[src/rtl/cfgl_pkg.sv]
package cfgl_pkg;

    localparam int CFG_BYTE_W  = 8;
    localparam int PAGE_W      = $clog2(CFG_BYTE_W);
    localparam int UNIT_CNT_W  = $clog2(CFG_BYTE_W + 1);
    localparam int MAX_UNITS   = 4;
    localparam int UNIT_KB     = 16;
    localparam int SIZE_W      = $clog2(MAX_UNITS * UNIT_KB + 1);
    localparam int BASE_W      = 20;
    localparam logic [BASE_W-1:0] BASE_ROOT = 20'hC0000;
    localparam logic [BASE_W-1:0] PAGE_SPAN = 20'h04000;
    localparam int IRQ_W       = 3;
    localparam int LINE_W      = 4;
    localparam int ERR_W       = 3;

    typedef enum logic [3:0] {
        S_START, S_ID_ASK, S_ID_WAIT, S_ID_CHECK,
        S_MEM_ASK, S_MEM_WAIT, S_MEM_CHECK,
        S_SUM_ASK, S_SUM_WAIT, S_SUM_CHECK,
        S_IRQ_ASK, S_IRQ_WAIT, S_MAC_ASK, S_MAC_WAIT,
        S_DONE, S_FAIL
    } ld_state_t;

    typedef enum logic [ERR_W-1:0] {
        E_NONE   = 3'd0,
        E_ID     = 3'd1,
        E_NOPAGE = 3'd2,
        E_SIZE   = 3'd3,
        E_SUM    = 3'd4
    } ld_err_t;

    function automatic logic [LINE_W-1:0] irq_to_line(input logic [IRQ_W-1:0] code);
        logic [LINE_W-1:0] line;
        unique case (code)
            3'd1:    line = 4'd9;
            3'd2:    line = 4'd3;
            3'd3:    line = 4'd4;
            3'd4:    line = 4'd5;
            3'd5:    line = 4'd10;
            3'd6:    line = 4'd11;
            default: line = 4'd0;
        endcase
        return line;
    endfunction

endpackage

[src/rtl/cfgl_id_assembler.sv]
module cfgl_id_assembler #(
    parameter int ID_W = 16
) (
    input  logic            clk,
    input  logic            rst_n,
    input  logic            clear,
    input  logic            load,
    input  logic [7:0]      port_byte,
    output logic [ID_W-1:0] id_word
);
    localparam int NIB_W  = 4;
    localparam int SLICES = ID_W / NIB_W;
    localparam int IDX_W  = (SLICES > 1) ? $clog2(SLICES) : 1;

    logic [NIB_W-1:0] nib;
    logic [IDX_W-1:0] idx;
    logic             unused_mid;

    assign nib        = port_byte[7:4];
    assign idx        = port_byte[IDX_W-1:0];
    assign unused_mid = ^port_byte[3:IDX_W];

    for (genvar g = 0; g < SLICES; g++) begin : g_slice
        always_ff @(posedge clk) begin
            if (!rst_n || clear) begin
                id_word[g*NIB_W +: NIB_W] <= '0;
            end else if (load && (idx == IDX_W'(g))) begin
                id_word[g*NIB_W +: NIB_W] <= id_word[g*NIB_W +: NIB_W] | nib;
            end
        end
    end

endmodule

[src/rtl/cfgl_window_decoder.sv]
module cfgl_window_decoder
    import cfgl_pkg::*;
(
    input  logic [CFG_BYTE_W-1:0] cfg_byte,
    output logic                  page_found,
    output logic                  run_ok,
    output logic [BASE_W-1:0]     base_addr,
    output logic [SIZE_W-1:0]     size_kb
);
    logic [PAGE_W-1:0]     page;
    logic [CFG_BYTE_W-1:0] shifted;
    logic [UNIT_CNT_W-1:0] units;

    always_comb begin
        page_found = 1'b0;
        page       = '0;
        for (int i = CFG_BYTE_W - 1; i >= 0; i--) begin
            if (cfg_byte[i]) begin
                page_found = 1'b1;
                page       = PAGE_W'(i);
            end
        end
        shifted = cfg_byte >> page;
        units   = UNIT_CNT_W'($countones(shifted));
        run_ok  = page_found
                  && ((shifted & (shifted + CFG_BYTE_W'(1))) == '0)
                  && (int'(units) <= MAX_UNITS);
        base_addr = BASE_ROOT + BASE_W'(page) * PAGE_SPAN;
        size_kb   = SIZE_W'(units) * SIZE_W'(UNIT_KB);
    end

endmodule

[src/rtl/cfgl_sum_accum.sv]
module cfgl_sum_accum #(
    parameter int WORD_W = 16
) (
    input  logic              clk,
    input  logic              rst_n,
    input  logic              clear,
    input  logic              add,
    input  logic [WORD_W-1:0] word,
    output logic [WORD_W-1:0] total
);
    always_ff @(posedge clk) begin
        if (!rst_n || clear) begin
            total <= '0;
        end else if (add) begin
            total <= total + word;
        end
    end
endmodule

[src/rtl/cfgl_loader.sv]
module cfgl_loader
    import cfgl_pkg::*;
#(
    parameter int unsigned WORD_W      = 16,
    parameter int unsigned WORDS       = 64,
    parameter logic [15:0] ID_CONST    = 16'h3E91,
    parameter int unsigned MEMCFG_ADDR = 6,
    parameter int unsigned CFG_ADDR    = 13,
    parameter logic [15:0] IRQ_MASK    = 16'hE000,
    parameter int unsigned IRQ_SHIFT   = 13,
    parameter int unsigned MAC_HI_ADDR = 2,
    parameter int unsigned MAC_MID_ADDR = 3,
    parameter int unsigned MAC_LO_ADDR = 4
) (
    input  logic                    clk,
    input  logic                    rst_n,
    output logic                    id_req,
    input  logic                    id_ack,
    input  logic [7:0]              id_data,
    output logic                    rd_req,
    output logic [$clog2(WORDS)-1:0] rd_addr,
    input  logic                    rd_ack,
    input  logic [WORD_W-1:0]       rd_data,
    output logic                    done,
    output logic                    cfg_valid,
    output logic [ERR_W-1:0]        err_code,
    output logic [BASE_W-1:0]       mem_base,
    output logic [SIZE_W-1:0]       mem_size_kb,
    output logic                    use_pio,
    output logic [IRQ_W-1:0]        irq_code,
    output logic [LINE_W-1:0]       irq_line,
    output logic [3*WORD_W-1:0]     station_addr
);
    localparam int AW        = $clog2(WORDS);
    localparam int CW        = AW;
    localparam int ID_NIBS   = 4;
    localparam int MAC_WORDS = 3;

    ld_state_t state, nxt_state;
    ld_err_t   nxt_err;

    logic [CW-1:0]           cnt;
    logic [CFG_BYTE_W-1:0]   cfg_byte;
    logic [IRQ_W-1:0]        irq_code_r;
    logic [3*WORD_W-1:0]     mac_sr;
    logic [WORD_W-1:0]       id_word;
    logic [WORD_W-1:0]       sum_total;
    logic                    page_found, run_ok;
    logic [BASE_W-1:0]       dec_base;
    logic [SIZE_W-1:0]       dec_size;
    logic [WORD_W-1:0]       irq_shifted;
    logic                    unused_irq;
    logic                    unused_mac;

    assign irq_shifted = (rd_data & WORD_W'(IRQ_MASK)) >> IRQ_SHIFT;
    assign unused_irq  = ^irq_shifted[WORD_W-1:IRQ_W];
    assign unused_mac  = ^mac_sr[3*WORD_W-1:2*WORD_W];

    cfgl_id_assembler #(.ID_W(WORD_W)) u_id (
        .clk      (clk),
        .rst_n    (rst_n),
        .clear    (state == S_START),
        .load     ((state == S_ID_WAIT) && id_ack),
        .port_byte(id_data),
        .id_word  (id_word)
    );

    cfgl_window_decoder u_win (
        .cfg_byte  (cfg_byte),
        .page_found(page_found),
        .run_ok    (run_ok),
        .base_addr (dec_base),
        .size_kb   (dec_size)
    );

    cfgl_sum_accum #(.WORD_W(WORD_W)) u_sum (
        .clk  (clk),
        .rst_n(rst_n),
        .clear(state == S_START),
        .add  ((state == S_SUM_WAIT) && rd_ack),
        .word (rd_data),
        .total(sum_total)
    );

    // State register
    always_ff @(posedge clk) begin
        if (!rst_n) state <= S_START;
        else        state <= nxt_state;
    end

    // Next state and failure cause
    always_comb begin
        nxt_state = state;
        nxt_err   = E_NONE;
        unique case (state)
            S_START:    nxt_state = S_ID_ASK;
            S_ID_ASK:   nxt_state = S_ID_WAIT;
            S_ID_WAIT:  if (id_ack) nxt_state = (cnt == CW'(ID_NIBS - 1)) ? S_ID_CHECK : S_ID_ASK;
            S_ID_CHECK: begin
                if (id_word == WORD_W'(ID_CONST)) nxt_state = S_MEM_ASK;
                else begin nxt_state = S_FAIL; nxt_err = E_ID; end
            end
            S_MEM_ASK:  nxt_state = S_MEM_WAIT;
            S_MEM_WAIT: if (rd_ack) nxt_state = S_MEM_CHECK;
            S_MEM_CHECK: begin
                if (!page_found)  begin nxt_state = S_FAIL; nxt_err = E_NOPAGE; end
                else if (!run_ok) begin nxt_state = S_FAIL; nxt_err = E_SIZE; end
                else nxt_state = S_SUM_ASK;
            end
            S_SUM_ASK:  nxt_state = S_SUM_WAIT;
            S_SUM_WAIT: if (rd_ack) nxt_state = (cnt == CW'(WORDS - 1)) ? S_SUM_CHECK : S_SUM_ASK;
            S_SUM_CHECK: begin
                if (sum_total == WORD_W'(ID_CONST)) nxt_state = S_IRQ_ASK;
                else begin nxt_state = S_FAIL; nxt_err = E_SUM; end
            end
            S_IRQ_ASK:  nxt_state = S_IRQ_WAIT;
            S_IRQ_WAIT: if (rd_ack) nxt_state = S_MAC_ASK;
            S_MAC_ASK:  nxt_state = S_MAC_WAIT;
            S_MAC_WAIT: if (rd_ack) nxt_state = (cnt == CW'(MAC_WORDS - 1)) ? S_DONE : S_MAC_ASK;
            S_DONE:     nxt_state = S_DONE;
            S_FAIL:     nxt_state = S_FAIL;
            default:    nxt_state = S_FAIL;
        endcase
    end

    // Datapath: counter and captured fields
    always_ff @(posedge clk) begin
        if (!rst_n) begin
            cnt        <= '0;
            cfg_byte   <= '0;
            irq_code_r <= '0;
            mac_sr     <= '0;
        end else begin
            unique case (state)
                S_ID_WAIT, S_SUM_WAIT, S_MAC_WAIT: begin
                    if ((state == S_ID_WAIT && id_ack) || (state != S_ID_WAIT && rd_ack)) begin
                        cnt <= (nxt_state == state) ? cnt : ((nxt_state == S_ID_ASK || nxt_state == S_SUM_ASK
                               || nxt_state == S_MAC_ASK) ? cnt + CW'(1) : '0);
                    end
                    if (state == S_MAC_WAIT && rd_ack) mac_sr <= {mac_sr[2*WORD_W-1:0], rd_data};
                end
                S_MEM_WAIT: if (rd_ack) cfg_byte <= rd_data[CFG_BYTE_W-1:0];
                S_IRQ_WAIT: if (rd_ack) begin
                    irq_code_r <= irq_shifted[IRQ_W-1:0];
                    cnt        <= '0;
                end
                default: ;
            endcase
        end
    end

    // Request outputs
    always_comb begin
        id_req  = (state == S_ID_ASK);
        rd_req  = 1'b0;
        rd_addr = '0;
        unique case (state)
            S_MEM_ASK: begin rd_req = 1'b1; rd_addr = AW'(MEMCFG_ADDR); end
            S_SUM_ASK: begin rd_req = 1'b1; rd_addr = cnt; end
            S_IRQ_ASK: begin rd_req = 1'b1; rd_addr = AW'(CFG_ADDR); end
            S_MAC_ASK: begin
                rd_req = 1'b1;
                unique case (cnt)
                    CW'(0):  rd_addr = AW'(MAC_HI_ADDR);
                    CW'(1):  rd_addr = AW'(MAC_MID_ADDR);
                    default: rd_addr = AW'(MAC_LO_ADDR);
                endcase
            end
            default: ;
        endcase
    end

    // Registered result outputs
    always_ff @(posedge clk) begin
        if (!rst_n) begin
            done         <= 1'b0;
            cfg_valid    <= 1'b0;
            err_code     <= E_NONE;
            mem_base     <= '0;
            mem_size_kb  <= '0;
            use_pio      <= 1'b0;
            irq_code     <= '0;
            irq_line     <= '0;
            station_addr <= '0;
        end else if (state != S_DONE && nxt_state == S_DONE) begin
            done         <= 1'b1;
            cfg_valid    <= 1'b1;
            err_code     <= E_NONE;
            mem_base     <= dec_base;
            mem_size_kb  <= dec_size;
            use_pio      <= (dec_size <= SIZE_W'(UNIT_KB));
            irq_code     <= irq_code_r;
            irq_line     <= irq_to_line(irq_code_r);
            station_addr <= {mac_sr[2*WORD_W-1:0], rd_data};
        end else if (state != S_FAIL && nxt_state == S_FAIL) begin
            done     <= 1'b1;
            err_code <= nxt_err;
        end
    end

    // Assertions
    a_r11_req_pulse: assert property (@(posedge clk) disable iff (!rst_n)
        rd_req |=> !rd_req);
    a_r11_one_port: assert property (@(posedge clk) disable iff (!rst_n)
        $onehot0({rd_req, id_req}));
    a_r11_quiet_after_done: assert property (@(posedge clk) disable iff (!rst_n)
        done |-> (!rd_req && !id_req));
    a_r9_done_sticky: assert property (@(posedge clk) disable iff (!rst_n)
        done |=> (done && $stable(cfg_valid) && $stable(err_code) && $stable(station_addr)));
    a_r9_valid_clean: assert property (@(posedge clk) disable iff (!rst_n)
        cfg_valid |-> (done && err_code == E_NONE));
    a_r9_fail_has_code: assert property (@(posedge clk) disable iff (!rst_n)
        (done && !cfg_valid) |-> (err_code != E_NONE && mem_base == '0));
    a_r8_pio_small: assert property (@(posedge clk) disable iff (!rst_n)
        (cfg_valid && use_pio) |-> (mem_size_kb <= SIZE_W'(UNIT_KB)));
    a_r3_base_aligned: assert property (@(posedge clk) disable iff (!rst_n)
        cfg_valid |-> (mem_base[13:0] == '0 && mem_base >= BASE_ROOT));

endmodule

[config.mk]
export PLATFORM = sky130hd
export DESIGN_NAME = cfgl_loader
export DESIGN_NICKNAME = d
export VERILOG_FILES = /design/src/rtl/cfgl_pkg.sv /design/src/rtl/cfgl_id_assembler.sv /design/src/rtl/cfgl_window_decoder.sv /design/src/rtl/cfgl_sum_accum.sv /design/src/rtl/cfgl_loader.sv
export SDC_FILE = /design/constraint.sdc
export NUM_CORES = 1
export LEC_CHECK = 0
export ABC_AREA = 1
export CORE_UTILIZATION = 55
export CTS_CLUSTER_DIAMETER = 80
export DETAILED_ROUTE_END_ITERATION = 10
export GPL_ROUTABILITY_DRIVEN = 0
export GPL_TIMING_DRIVEN = 1
export PLACE_DENSITY = 0.91
export SLEW_MARGIN = 30
export SYNTH_ARGS = -nofsm -noshare
export SYNTH_HDL_FRONTEND = slang
export SYNTH_SLANG_ARGS = --single-unit
[constraint.sdc]
create_clock -name clk -period 13.4 [get_ports clk]
set_input_delay 4.02 -clock clk [delete_from_list [all_inputs] [get_ports clk]]
set_output_delay 4.02 -clock clk [all_outputs]
set_load 0.005 [all_outputs]
# Word-level counts from Yosys, hierarchy flattened
# Index checks and enable logic that the tools add are counted.
# classes
n_reduce_logical	30
eq_ne	42
shifts	1
addsub	11
n_mux	45
n_bitwise	6
order_cmp	2
# ops
op	count
$pmux 4 s16	1
$eq 4x4->1 const B	11
$mux 4	9
$eq 16x14->1 const B	2
$mux 3	10
$mux 6	4
$pmux 4 s6	1
$pmux 6 s4	1
$add 19x18->20 const A	1
$eq 4x3->1 const B	5
$add 16x16->16	1
$or 4x4->4	4
$add 4x4->4	3
$eq 6x2->1 const B	2
$logic_and 1x1->1	12
$mux 1	12
$pmux 6 s2	1
$eq 3x3->1 const B	3
$pmux 3 s3	1
$add 1x1->2	4
$add 8x1->8 const B	1
$and 8x8->8	1
$eq 4x1->1 const B	2
$eq 4x2->1 const B	2
29 further kinds	43
# word_totals
output_inout_bits	96
reg_bits	169
input_bits	28

# Depth between registers and ports, before layout
# depth
word_depth	24
depth_mapped	33
ltp_nobuf	32

# Cells and area by module
# A second synthesis with hierarchy kept.
# unflattened
hier_cells	1299
area_unflattened_um2	8787.2
# modules_own_cells
mod	cells_per_inst	area_per_inst_um2	instances
cfgl_loader	814	5741.8	1
cfgl_sum_accum	269	1555.2	1
cfgl_window_decoder	142	832.0	1
cfgl_id_assembler	74	658.1	1

# Worst setup path before layout
# Ideal clock, no wire load.
# synth_path
path_kind	input to register
start	input port rd_data[2]
end	register u_sum.total[15]
t_arrival_ns	5.686
setup_time_ns	0.115
t_required_ns	13.285
stages	13
n_path_buf	0
slack_ns	7.599
cell_sequence	ha_1 > a21oi_1 > nand2_1 > a21boi_1 > inv_1 > nand3_1 > o2111ai_1 > a21oi_1 > o21bai_1 > o21ai_1 > a21oi_1 > or2_0 > and2_1
# synth_via
elab_chain_len	1
# synth_lines
item	line	text
start, declared	cfgl_loader.sv:23	input logic [WORD_W-1:0] rd_data,
$add 16x16->16	cfgl_sum_accum.sv:15	total <= total + word;
end signal, assigned	cfgl_sum_accum.sv:15	
end, declared	cfgl_sum_accum.sv:9	output logic [WORD_W-1:0] total
# No other way between the ends.
# A chain may end at the register's enable or synchronous reset.

# Final worst setup path
# layout_path
start	input port rst_n
end	register u_sum.total[8]
# layout_via
elab_chain_len	2
# layout_lines
item	line	text
start, declared	cfgl_loader.sv:16	input logic rst_n,
$logic_not 1->1	cfgl_sum_accum.sv:12	if (!rst_n || clear) begin
$logic_or 1x1->1	cfgl_sum_accum.sv:12	
# No other way between the ends.

==> reports/qor.txt <==
Clk buf depth: 2
Initial antenna violation count: 0
Min-delay worst type: flop to flop
Distinct cell type count after synthesis: 51
Post-Synthesis Cells: 1027
Tmin final: 6.777 ns
M3 GR Usage: 6.805%
Most used DFF post-synth: dfxtp_1
Number of synthesized flops with an enable pin: 0
Worst-path fanout max: 105
DRT Pass-1 Iters: 6
Unrepaired setup endpoints after global routing: no
Setup-failing EPs final: 0
Met2 Use GR: 44.55%
CTS tree: built
Synth area leader: dfxtp_1
Max transition margin: 36.48%
Post-DP HPWL: 12610 um
Hold WS: 0.4517 ns
Total GRT Usage: 27.90%
Clk sink count: 152
Critical path startpoint category: input pin
Setup CP Type: input pin to flop
H-tree depth: 4
Chip Height: 118.5 um
Max-slew violations: 0
DRT Wirelength: 19260 um
DRC: 0
Placement Setup Slack: 6.251 ns
Via density: 5.557
Largest family of logic cells by synthesized area: simple AND/OR/NAND/NOR gates
Initial detailed-routing violation count: 616
Proportion of synthesized area in mux cells: 0%
Gr busiest metal: met2
Status: completed
I/O pins: 124
CTS clk-pin slew, worst paths: 0.07 ns
Cts hold-fix bufs: 0
Post-layout util: 68.67%
Clk root buf: clkbuf_16
Critical path endpoint category: flop
Max-Cap Viols: 0
Avg Inst Size Synth: 7.271 sq um
Die width: 118.5 um
Setup Skew: 0.01145 ns
Largest net degree at the start of global routing: 106
Layout cells sized above 1: 7.487%
Total Neg Setup Slack: 0 ns
CTS Buf Count: 17
CP Data Arrival Time: 7.15 ns
Worst EP required: 13.77 ns
Worst-Skew Late Latency: 0.43 ns
Fin worst setup slack: 6.623 ns
Register area share after synthesis: 40.75%
CTS resizes: 0
Synth warn: 0
Synth Area in XOR/XNOR: 1.525%
Worst slew pin tran: 0.9518 ns
Commonest non-fill, non-tap cell in the layout: nor2_1
Synthesis-stage register bit count: 152
IO buf count: 102
Nets: 1168
Ys async rst share: 0%
Largest cells by area after synthesis: dfxtp_1 41%, nor2_1 11%, o21ai_0 8.6%, nand2_1 5.3%, inv_1 5.1%
Pwr/cell area: 132.5 mW/mm^2
Compound-Gate Fraction of Synth Area: 17.51%
Area growth, synth to finish: 21.78%
FP Rows: 42
Postcts setup bufs: 0
Share of the synthesized area in the top cell type: 40.75%
First-pass GRT wire length: 31420 um
Post-Syn Area: 0.007467 sq mm
Via count: 7213
Commonest cells after routing, fill and taps aside: 211 x nor2_1, 152 x dfxtp_1, 129 x o21ai_0, 105 x nand2_1
Core ar.: 0.01324 sq mm
Worst VDD drop: 0.09861 mV
Number of global-route vias before repair: 6647
Adder-cell share of the synthesized area: 5.697%
Antenna Cells: 0
Initial core utilization: 56.39%
Met1 usage: 35.24%
Fin crit share: 50.57%
Leakage: 4.031 nW
Die area: 0.01405 sq mm
Hold Vio Cnt, Final: 0
Gr ovfl total: 0
Hold Startpoint: u_id.id_word[11]
Worst setup startpoint: rst_n
Simple-Gate Fraction of Synth Area: 24.41%
Max Clk Rate: 0.1476 GHz
WL/cell: 14.83 um
Worst r2r src: cfg_byte[0]
Final antenna-violating net count: 0
[registers in the layout (all words and copies together) (netlist names), 4 cells and up]
signal	flops
irq_line	4
mem_base	4
state	4
station_addr	48
u_id.id_word	16
mac_sr	32
cnt	6
cfg_byte	8
u_sum.total	16
[per-stage QoR]
| stage | total power [mW] | instance area [sq um] | cells |
|---|---|---|---|
| 5_1_grt | 1.256 | 9094 | 1298 |
| 3_3_place_gp | 0.7041 | 8483 | 1266 |
| 4_1_cts | 1.200 | 9094 | 1298 |
| 3_5_place_dp | 0.7117 | 8483 | 1266 |
| 6_report | 1.205 | 9094 | 1298 |
| 2_1_floorplan | 0.6545 | 7535 | 1045 |
[cell type report]
type,instances,area (sq um)
inverters,113,426.7
repair buffers,106,1046
clock buffers,18,439.2
flip-flops and latches,152,3043
multi-input cells,719,3747
well taps,176,220.2
clock inverters,14,171.4
fillers,1013,4149
[cell families after synthesis]
logic type	Yosys count
compound gates	240
xor+xnor	13
buf+inv	174
simple gates	416
fa+ha+maj	31
flops	152
other cells	1
[routing by layer]
layer  up-vias  part of all wire, %
met1      3324                   41
met2       361                   47
met3        50                  8.8
li1       3478                    -
met5         -                    0
met4         0                  2.8
[worst max-delay path: stages]
cell and delay, ns:
buf_2 0.08, buf_4 0.63, inv_1 0.52, nor2_1 0.85
inv_1 0.58, a21oi_1 0.25, o21ai_0 0.11, inv_1 0.07
[report_power, final]
part	internal, mW	total [mW]	switching, mW	leakage (nW)
Clock	0.274	0.493	0.219	0.304
Sequential	0.461	0.472	0.0108	1.22
Combinational	0.0780	0.239	0.161	2.50
[synthesized netlist by cell type (all sizes together) (2+ instances only)]
library cell	number
a211oi	2
a21boi	3
a21oi	76
a31oi	6
and2	2
buf	24
clkbuf	37
dfxtp	152
fa	5
ha	26
inv	112
nand2	123
nand3	42
nand3b	3
nand4	15
nor2	215
nor3	9
nor4	4
o2111ai	2
o211ai	5
o21a	2
o21ai	133
o21bai	7
or2	3
xnor2	3
xor2	10
[final timing paths]
check                          end  slack [ns]  depth (start not counted)
hold / removal    u_id.id_word[11]        0.45                          2
setup reg to reg            cnt[0]        8.54                         26
hold reg to reg   u_id.id_word[11]        0.45                          2
setup / recovery    u_sum.total[8]        6.62                          8
Power figures use the tool's default switching activity.
